==> config.mk <==
export PLATFORM = sky130hd
export DESIGN_NAME = xlat_window_match
export DESIGN_NICKNAME = d
export VERILOG_FILES = /design/src/rtl/bwin_pkg.sv /design/src/rtl/bwin_regs.sv /design/src/rtl/bwin_match.sv /design/src/rtl/bwin_pick.sv /design/src/rtl/xlat_window_match.sv
export SDC_FILE = /design/constraint.sdc
export NUM_CORES = 1
export LEC_CHECK = 0
export ABC_AREA = 1
export ABC_CLOCK_PERIOD_IN_PS = 1300
export BUFFER_PORTS_ARGS = -buffer_cell sky130_fd_sc_hd__buf_2
export CORE_ASPECT_RATIO = 1.1
export CORE_MARGIN = 5
export CORE_UTILIZATION = 47
export CTS_CLUSTER_DIAMETER = 60
export DETAILED_ROUTE_END_ITERATION = 7
export PLACE_DENSITY = 0.81
export SLEW_MARGIN = 20
export SYNTH_ARGS = -nofsm -noshare
export SYNTH_HDL_FRONTEND = slang
export SYNTH_SLANG_ARGS = --single-unit
==> constraint.sdc <==
create_clock -name clk -period 1.3 [get_ports clk]
set_input_delay 0.195 -clock clk [delete_from_list [all_inputs] [get_ports clk]]
set_output_delay 0.195 -clock clk [all_outputs]
set_load 0.005 [all_outputs]
==> src/rtl/bwin_pkg.sv <==
package bwin_pkg;
  localparam int WORD_W   = 32;
  localparam int FIELD_W  = 8;
  localparam int BASE_LSB = 24;
  localparam int MASK_LSB = 16;
  localparam int EN_BIT   = 15;
  localparam int PIGN_BIT = 14;
  localparam int PSEL_BIT = 13;
  localparam int WP_BIT   = 2;
  localparam int NUM_WIN  = 4;
  localparam int PER_BANK = 2;
  localparam int SEL_W    = $clog2(NUM_WIN);

  typedef enum logic [1:0] {
    RES_MISS   = 2'b00,
    RES_HIT    = 2'b01,
    RES_HIT_RO = 2'b10
  } win_res_e;

  // Word produced by the fill helper from a start address and a length.
  function automatic logic [WORD_W-1:0] pack_window(input logic [WORD_W-1:0] base,
                                                    input logic [WORD_W-1:0] size);
    logic [WORD_W-1:0] last;
    logic [WORD_W-1:0] w;
    last = base + size - WORD_W'(1);
    w = '0;
    w[BASE_LSB +: FIELD_W] = base[BASE_LSB +: FIELD_W];
    w[MASK_LSB +: FIELD_W] = last[BASE_LSB +: FIELD_W];
    w[EN_BIT] = 1'b1;
    return w;
  endfunction

  // True when the address top byte agrees with the window outside its mask.
  function automatic logic byte_agrees(input logic [WORD_W-1:0] addr,
                                       input logic [WORD_W-1:0] win);
    logic [FIELD_W-1:0] diff;
    diff = (addr[BASE_LSB +: FIELD_W] ^ win[BASE_LSB +: FIELD_W]) &
           ~win[MASK_LSB +: FIELD_W];
    return diff == '0;
  endfunction
endpackage

==> src/rtl/bwin_regs.sv <==
module bwin_regs
  import bwin_pkg::*;
(
  input  logic                            clk,
  input  logic                            rst_n,
  input  logic                            wr_en,
  input  logic [SEL_W-1:0]                wr_sel,
  input  logic [WORD_W-1:0]               wr_value,
  input  logic                            prog_en,
  input  logic                            prog_data,
  input  logic [WORD_W-1:0]               prog_base,
  input  logic [WORD_W-1:0]               prog_size,
  output logic [NUM_WIN-1:0][WORD_W-1:0]  win_q,
  output logic                            prog_fire,
  output logic [SEL_W-1:0]                prog_idx
);
  logic [SEL_W-1:0]  bank_lo;
  logic [SEL_W-1:0]  bank_hi;
  logic [WORD_W-1:0] prog_word;

  assign bank_lo   = prog_data ? SEL_W'(0) : SEL_W'(PER_BANK);
  assign bank_hi   = bank_lo + SEL_W'(1);
  assign prog_word = pack_window(prog_base, prog_size);

  // Second register of the bank is preferred; an explicit write wins.
  always_comb begin
    prog_fire = 1'b0;
    prog_idx  = bank_hi;
    if (prog_en && !wr_en) begin
      if (!win_q[bank_hi][EN_BIT]) begin
        prog_fire = 1'b1;
        prog_idx  = bank_hi;
      end else if (!win_q[bank_lo][EN_BIT]) begin
        prog_fire = 1'b1;
        prog_idx  = bank_lo;
      end
    end
  end

  for (genvar g = 0; g < NUM_WIN; g++) begin : g_win
    always_ff @(posedge clk or negedge rst_n) begin
      if (!rst_n) begin
        win_q[g] <= '0;
      end else if (wr_en && wr_sel == SEL_W'(g)) begin
        win_q[g] <= wr_value;
      end else if (prog_fire && prog_idx == SEL_W'(g)) begin
        win_q[g] <= prog_word;
      end
    end
  end
endmodule

==> src/rtl/bwin_match.sv <==
module bwin_match
  import bwin_pkg::*;
(
  input  logic [WORD_W-1:0] win,
  input  logic [WORD_W-1:0] addr,
  input  logic              sup,
  output win_res_e          res,
  output logic              addr_hit,
  output logic              priv_ok
);
  assign addr_hit = byte_agrees(addr, win);
  assign priv_ok  = win[PIGN_BIT] || (win[PSEL_BIT] == sup);

  always_comb begin
    res = RES_MISS;
    if (win[EN_BIT] && addr_hit && priv_ok)
      res = win[WP_BIT] ? RES_HIT_RO : RES_HIT;
  end
endmodule

==> src/rtl/bwin_pick.sv <==
module bwin_pick
  import bwin_pkg::*;
(
  input  win_res_e [NUM_WIN-1:0] res,
  input  logic                   data_sel,
  output win_res_e               code,
  output logic                   first_hit
);
  win_res_e lo_res;
  win_res_e hi_res;

  assign lo_res    = data_sel ? res[0] : res[PER_BANK];
  assign hi_res    = data_sel ? res[1] : res[PER_BANK+1];
  assign first_hit = lo_res != RES_MISS;
  assign code      = first_hit ? lo_res : hi_res;
endmodule

==> src/rtl/xlat_window_match.sv <==
module xlat_window_match
  import bwin_pkg::*;
(
  input  logic        clk,
  input  logic        rst_n,
  input  logic [31:0] lookup_addr,
  input  logic        lookup_super,
  input  logic        lookup_data,
  input  logic        wr_en,
  input  logic [1:0]  wr_sel,
  input  logic [31:0] wr_value,
  input  logic        prog_en,
  input  logic        prog_data,
  input  logic [31:0] prog_base,
  input  logic [31:0] prog_size,
  output logic [31:0] rd_win0,
  output logic [31:0] rd_win1,
  output logic [31:0] rd_win2,
  output logic [31:0] rd_win3,
  output logic [1:0]  match_code
);
  logic [NUM_WIN-1:0][WORD_W-1:0] win_q;
  logic                           prog_fire;
  logic [SEL_W-1:0]               prog_idx;
  win_res_e [NUM_WIN-1:0]         win_res;
  logic [NUM_WIN-1:0]             win_addr_hit;
  logic [NUM_WIN-1:0]             win_priv_ok;
  win_res_e                       code;
  logic                           first_hit;

  bwin_regs u_regs (
    .clk       (clk),
    .rst_n     (rst_n),
    .wr_en     (wr_en),
    .wr_sel    (wr_sel),
    .wr_value  (wr_value),
    .prog_en   (prog_en),
    .prog_data (prog_data),
    .prog_base (prog_base),
    .prog_size (prog_size),
    .win_q     (win_q),
    .prog_fire (prog_fire),
    .prog_idx  (prog_idx)
  );

  for (genvar g = 0; g < NUM_WIN; g++) begin : g_cmp
    bwin_match u_match (
      .win      (win_q[g]),
      .addr     (lookup_addr),
      .sup      (lookup_super),
      .res      (win_res[g]),
      .addr_hit (win_addr_hit[g]),
      .priv_ok  (win_priv_ok[g])
    );
  end

  bwin_pick u_pick (
    .res       (win_res),
    .data_sel  (lookup_data),
    .code      (code),
    .first_hit (first_hit)
  );

  assign match_code = code;
  assign rd_win0    = win_q[0];
  assign rd_win1    = win_q[1];
  assign rd_win2    = win_q[2];
  assign rd_win3    = win_q[3];
endmodule

==> results of run 1 <==
## per-layer routing
metal,GRT usage (%),overflow
met1,81.2,1
met2,90.5,14
met3,76.2,1
met5,47.7,0
met4,79.4,18
## logic make-up after synthesis
family / after synthesis
DFF: 128
AOI/OAI and AO/OA: 230
and+or+nand+nor: 466
buffers and inverters: 303
adders and majority gates: 59
xor gates and xnor gates: 15
## metrics by stage
stage	utilization [%]	instance area, um^2	TNS (ns)
CTS	81.1	14300	-39.47
global placement	68.7	12100	-40.47
floorplan	-	9160	-15.44
detailed placement	68.7	12100	-45.78
## what timing repair did
action | in CTS
buffers inserted | 30
hold buffers | 1
pin swaps | 92
resized for setup | 352
gates cloned | 9
hold endpoints to repair | 18
endpoints found under the setup margin | 139
==> flow_metrics.py, run 1 <==
metrics = {
    "floorplan": {
        "io_pins": 267,
        "rows": 51,
        "fp.dieW_um": 138,
        "start_util_pct": 47.6,
        "die_y_um": 150,
    },
    "yosys": {
        "synth-main-ff-cell": "dfrtp_1",
        "synth_edf_count": 0,
        "syn-num-nets": 1397,
        "ys_seq_elements": 128,
        "netlist_top_cells_area": "dfrtp_1 38%, nand2_1 13%, inv_1 12%",
        "synth.most_common_cell": "nand2_1",
        "yosys.area_share.simple_pct": 22.6,
        "synth_fa_ha_area_share_pct": 8.78,
        "synthXorXnorAreaFrac_pct": 1.56,
        "synth_top_family_by_area": "simple AND/OR/NAND/NOR gates",
        "ys_seq_area_share_pct": 38.1,
        "yosys_warnings": 0,
        "yosys-top-cells-count": "290 x nand2_1, 270 x inv_1, 128 x dfrtp_1, 106 x o21ai_0, 81 x nor2_1",
        "async_reset_ff_share_pct": 100,
        "syn_inst": 1201,
        "synth_top_area_share_pct": 38.1,
        "yosys.cell_types.count": 31,
        "synth-compound-area-share_pct": 14.8,
        "syn_area_per_cell_um2": 7.00,
        "yosysTopAreaCell": "dfrtp_1",
        "synth_mux_area_share_pct": 0,
        "netlist_area_um2": 8410,
    },
    "place": {
        "dp.cells": 1841,
        "gp_congestion": 0.974,
        "dp_hpwl_um": 25200,
        "pre_cts_slack_ns": -0.925,
        "portBuffers": 242,
    },
    "grt": {
        "grt_max_degree": 44,
        "grt.total_usage_pct": 81.6,
        "antenna_found_initial": 13,
        "grt.overflow.total": 34,
    },
    "run_status": {
        "status": "stopped before the end",
        "haltStage": "5_1_grt",
        "tool.error": "[ERROR GRT-0232] Routing congestion too high. Check the congestion heatmap in the GUI.",
    },
    "clock_network": {
        "numClockSinks": 128,
        "clock_path_buffers": 2,
        "cts-htree-levels": 4,
        "cts_root_buf": "clkbuf_16",
        "numCtsBuffers": 17,
    },
    "timing": {
        "crit_endpoint": "match_code[0]",
        "worstEpCategory": "output port",
    },
}
==> run 2: changes to the inputs <==
--- a/config.mk
+++ b/config.mk
@@ -6,14 +6,12 @@
 export NUM_CORES = 1
 export LEC_CHECK = 0
 export ABC_AREA = 1
-export ABC_CLOCK_PERIOD_IN_PS = 1300
+export ABC_CLOCK_PERIOD_IN_PS = 1700
 export BUFFER_PORTS_ARGS = -buffer_cell sky130_fd_sc_hd__buf_2
-export CORE_ASPECT_RATIO = 1.1
 export CORE_MARGIN = 5
-export CORE_UTILIZATION = 47
-export CTS_CLUSTER_DIAMETER = 60
+export CORE_UTILIZATION = 35
 export DETAILED_ROUTE_END_ITERATION = 7
-export PLACE_DENSITY = 0.81
+export PLACE_DENSITY_LB_ADDON = 0.15
 export SLEW_MARGIN = 20
 export SYNTH_ARGS = -nofsm -noshare
 export SYNTH_HDL_FRONTEND = slang
==> constraint.sdc (replaced) <==
create_clock -name clk -period 1.7 [get_ports clk]
set_input_delay 0.255 -clock clk [delete_from_list [all_inputs] [get_ports clk]]
set_output_delay 0.255 -clock clk [all_outputs]
set_load 0.005 [all_outputs]
==> run 2 against run 1 <==
Net effect: area after synthesis did not move; synthesized cell count unchanged; the flow now finishes, with violations (negative setup slack).
==> flow_metrics.py, run 2 <==
metrics = {
    "run_status": {
        "status": "finished, violations left",
        "violations": "negative setup slack",
    },
    "place": {
        "pre_cts_slack_ns": -0.588,
        "portBuffers": 242,
        "dp.cells": 1857,
        "gp_congestion": 0.894,
        "place_area_um2": 11600,
        "dp_hpwl_um": 25000,
    },
    "critical_path": {
        "path_class": "register to primary output",
        "end_kind": "primary output",
        "critPathMaxStageDelay_ns": 0.39,
        "slowest_stage": "dfrtp_1",
        "worstPathRequired_ns": 1.44,
        "startpoint_type": "register",
        "cp_top_family": "simple AND/OR/NAND/NOR gates",
        "path_common_cell": "nand2_2",
        "path_max_fanout": 3,
        "cp_num_buf_inv": 3,
        "crit_chain": "nand2_1 > nand3_4 > nand2_2 > nor3_2 > buf_4 > nand4_1 > nand2_1 > inv_2 > nand2_2 > nand2_2 > buf_6",
        "arrival_ns": 1.89,
    },
    "timing": {
        "finalClockSkew_ns": 0.00497,
        "slew_headroom_pct": 72.2,
        "min_period_ns": 2.14,
        "drv_slew": 0,
        "fmax_mhz": 467,
        "layout_setup_ws_ns": -0.442,
        "hold_violations": 0,
        "rsz0062_at_grt": "yes",
        "period_share_pct": 126,
        "setup_viol": 3,
        "setup_tns_ns": -0.887,
        "tightest_slew_ns": 0.417,
    },
    "clock_network": {
        "cts_tree": "built",
        "cts-htree-levels": 4,
        "clk_pin_slew_ns": 0.06,
        "cts_root_buf": "clkbuf_16",
        "clock_path_buffers": 2,
        "clock_latency_ns": 0.42,
        "numClockSinks": 128,
        "numCtsBuffers": 17,
    },
    "yosys": {
        "async_reset_ff_share_pct": 100,
        "syn_inst": 1201,
        "yosys-top-cells-count": "290 x nand2_1, 270 x inv_1, 128 x dfrtp_1, 106 x o21ai_0, 81 x nor2_1",
        "netlist_top_cells_area": "dfrtp_1 38%, nand2_1 13%, inv_1 12%",
        "syn-num-nets": 1397,
        "syn_area_per_cell_um2": 7.00,
        "netlist_area_um2": 8410,
        "yosysTopAreaCell": "dfrtp_1",
        "ys_seq_area_share_pct": 38.1,
        "synth.most_common_cell": "nand2_1",
        "synth-main-ff-cell": "dfrtp_1",
        "yosys.cell_types.count": 31,
        "ys_seq_elements": 128,
        "synth_edf_count": 0,
        "yosys_warnings": 0,
        "synth_top_area_share_pct": 38.1,
    },
    "finish": {
        "reg.largest.list": "u_regs.win_q x128",
        "final_core_utilization_pct": 56.8,
        "largest_register_ffs": 128,
        "final_common_cell": "nand2_1",
        "final_area_um2": 13400,
        "top_register": "u_regs.win_q",
        "nNetsFinal": 1780,
        "areaGrowthSynthToFinish_pct": 58.9,
        "drive_above_1_share_pct": 44.1,
        "final_cell_mix": "230 x nand2_1, 227 x buf_2, 203 x inv_1",
        "instances_no_fill": 1916,
        "antenna_cells": 0,
    },
    "drt": {
        "via_per_inst": 4.84,
        "ant_nets": 0,
        "wirelength_um": 33200,
        "drtPass1Iterations": 6,
        "vias": 9266,
        "wl_per_cell_um": 17.3,
        "initialDrtViolationCount": 700,
        "drc": 0,
    },
    "power_and_ir_drop": {
        "p_leak_nw": 7.02,
        "worst_ir_drop_vdd_mv": 0.708,
        "p_per_area_nw_per_um2": 987,
    },
    "grt": {
        "grt_pass1_wl_um": 48700,
        "antenna_found_initial": 1,
        "grt_pass1_vias": 8949,
        "grt.total_usage_pct": 23.2,
        "grt.overflow.total": 0,
        "grt_max_degree": 73,
    },
    "floorplan": {
        "die_y_um": 165,
        "fp.dieW_um": 165,
        "coreArea_um2": 23500,
        "start_util_pct": 35.7,
        "io_pins": 267,
        "die_area_um2": 27200,
        "rows": 56,
    },
    "min_path": {
        "hp-class": "primary input to register",
    },
    "run": {
        "drv_cap": 0,
    },
}
## run 2: cell counts after synthesis
Identical to the previous run, type by type.
## run 2: where the power goes
group / switching (mW) / internal [mW]
registers: 0.458 / 3.64
logic: 2.83 / 2.44
clock network: 1.49 / 2.33
total: 4.78 / 8.41
## run 2: cells by family (layout without fill, tap and decap cells)
logic type	Yosys count	in the layout	share of synthesized area, %
AND/OR/NAND/NOR	466	466	22.6
XOR/XNOR	15	15	1.56
flip-flops	128	128	38.1
AO/OA/AOI/OAI	230	230	14.8
adder cells (fa/ha/maj)	59	59	8.78
buffers and inverters	303	699	14.2
## run 2: final timing paths
| path | start | endpoint | slack [ns] | cells after the start |
|---|---|---|---|---|
| min in group asynchronous | rst_n | u_regs.win_q[6] | 0.39 | 3 |
| worst min-delay path | prog_base[30] | u_regs.win_q[94] | 0.12 | 3 |
| max in group asynchronous | rst_n | u_regs.win_q[119] | 0.94 | 3 |
| worst min register to register | u_regs.win_q[69] | u_regs.win_q[69] | 0.48 | 2 |
| worst max register to register | u_regs.win_q[79] | u_regs.win_q[87] | -0.01 | 11 |
| worst max-delay path | u_regs.win_q[90] | match_code[0] | -0.44 | 11 |
## run 2: area by class of cell
type	count	area [um^2]
tap	319	399
clock inverter	14	180
fill	2283	10200
timing repair inverter	4	35.0
clock buffer	18	429
multi-input combinational	770	5390
timing repair buffer	389	2590
sequential	128	3200
inverter	274	1130
## run 2: what timing repair did
action,CTS,global route
setup endpoints to repair,43,71
gates resized for setup,62,183
endpoints found under the hold margin,128,0
gates cloned,0,5
hold buffers,1,0
pin swaps,33,98
buffers inserted,6,19
## run 2: worst reg2reg max path: stages, from the launching register on
cell and delay, ns:
dfrtp_1 0.39, inv_1 0.07, nor2_1 0.05, a21oi_1 0.14, nand2_1 0.11, nor2_4 0.18
nand2_4 0.12, buf_6 0.15, clkinvlp_4 0.11, clkbuf_16 0.17, nand3_2 0.08, nand2_1 0.07
## run 2: routing by layer
layer,global-route usage [%],routed length (um),share of wire [%]
met2,40.8,16500,50
met5,0,13,0.039
met1,28.9,13500,41
met3,4.14,2330,7.0
met4,6.88,791,2.4
## run 2: through the flow
step                      hold WS, ns  total power, mW
after detailed placement        0.297             8.77
after CTS                       0.105             12.7
final                           0.119             13.2
after floorplan               -0.0406             6.41
after global routing            0.140             14.0
after global placement          0.296             8.71
(Power assumes the default switching activity.)
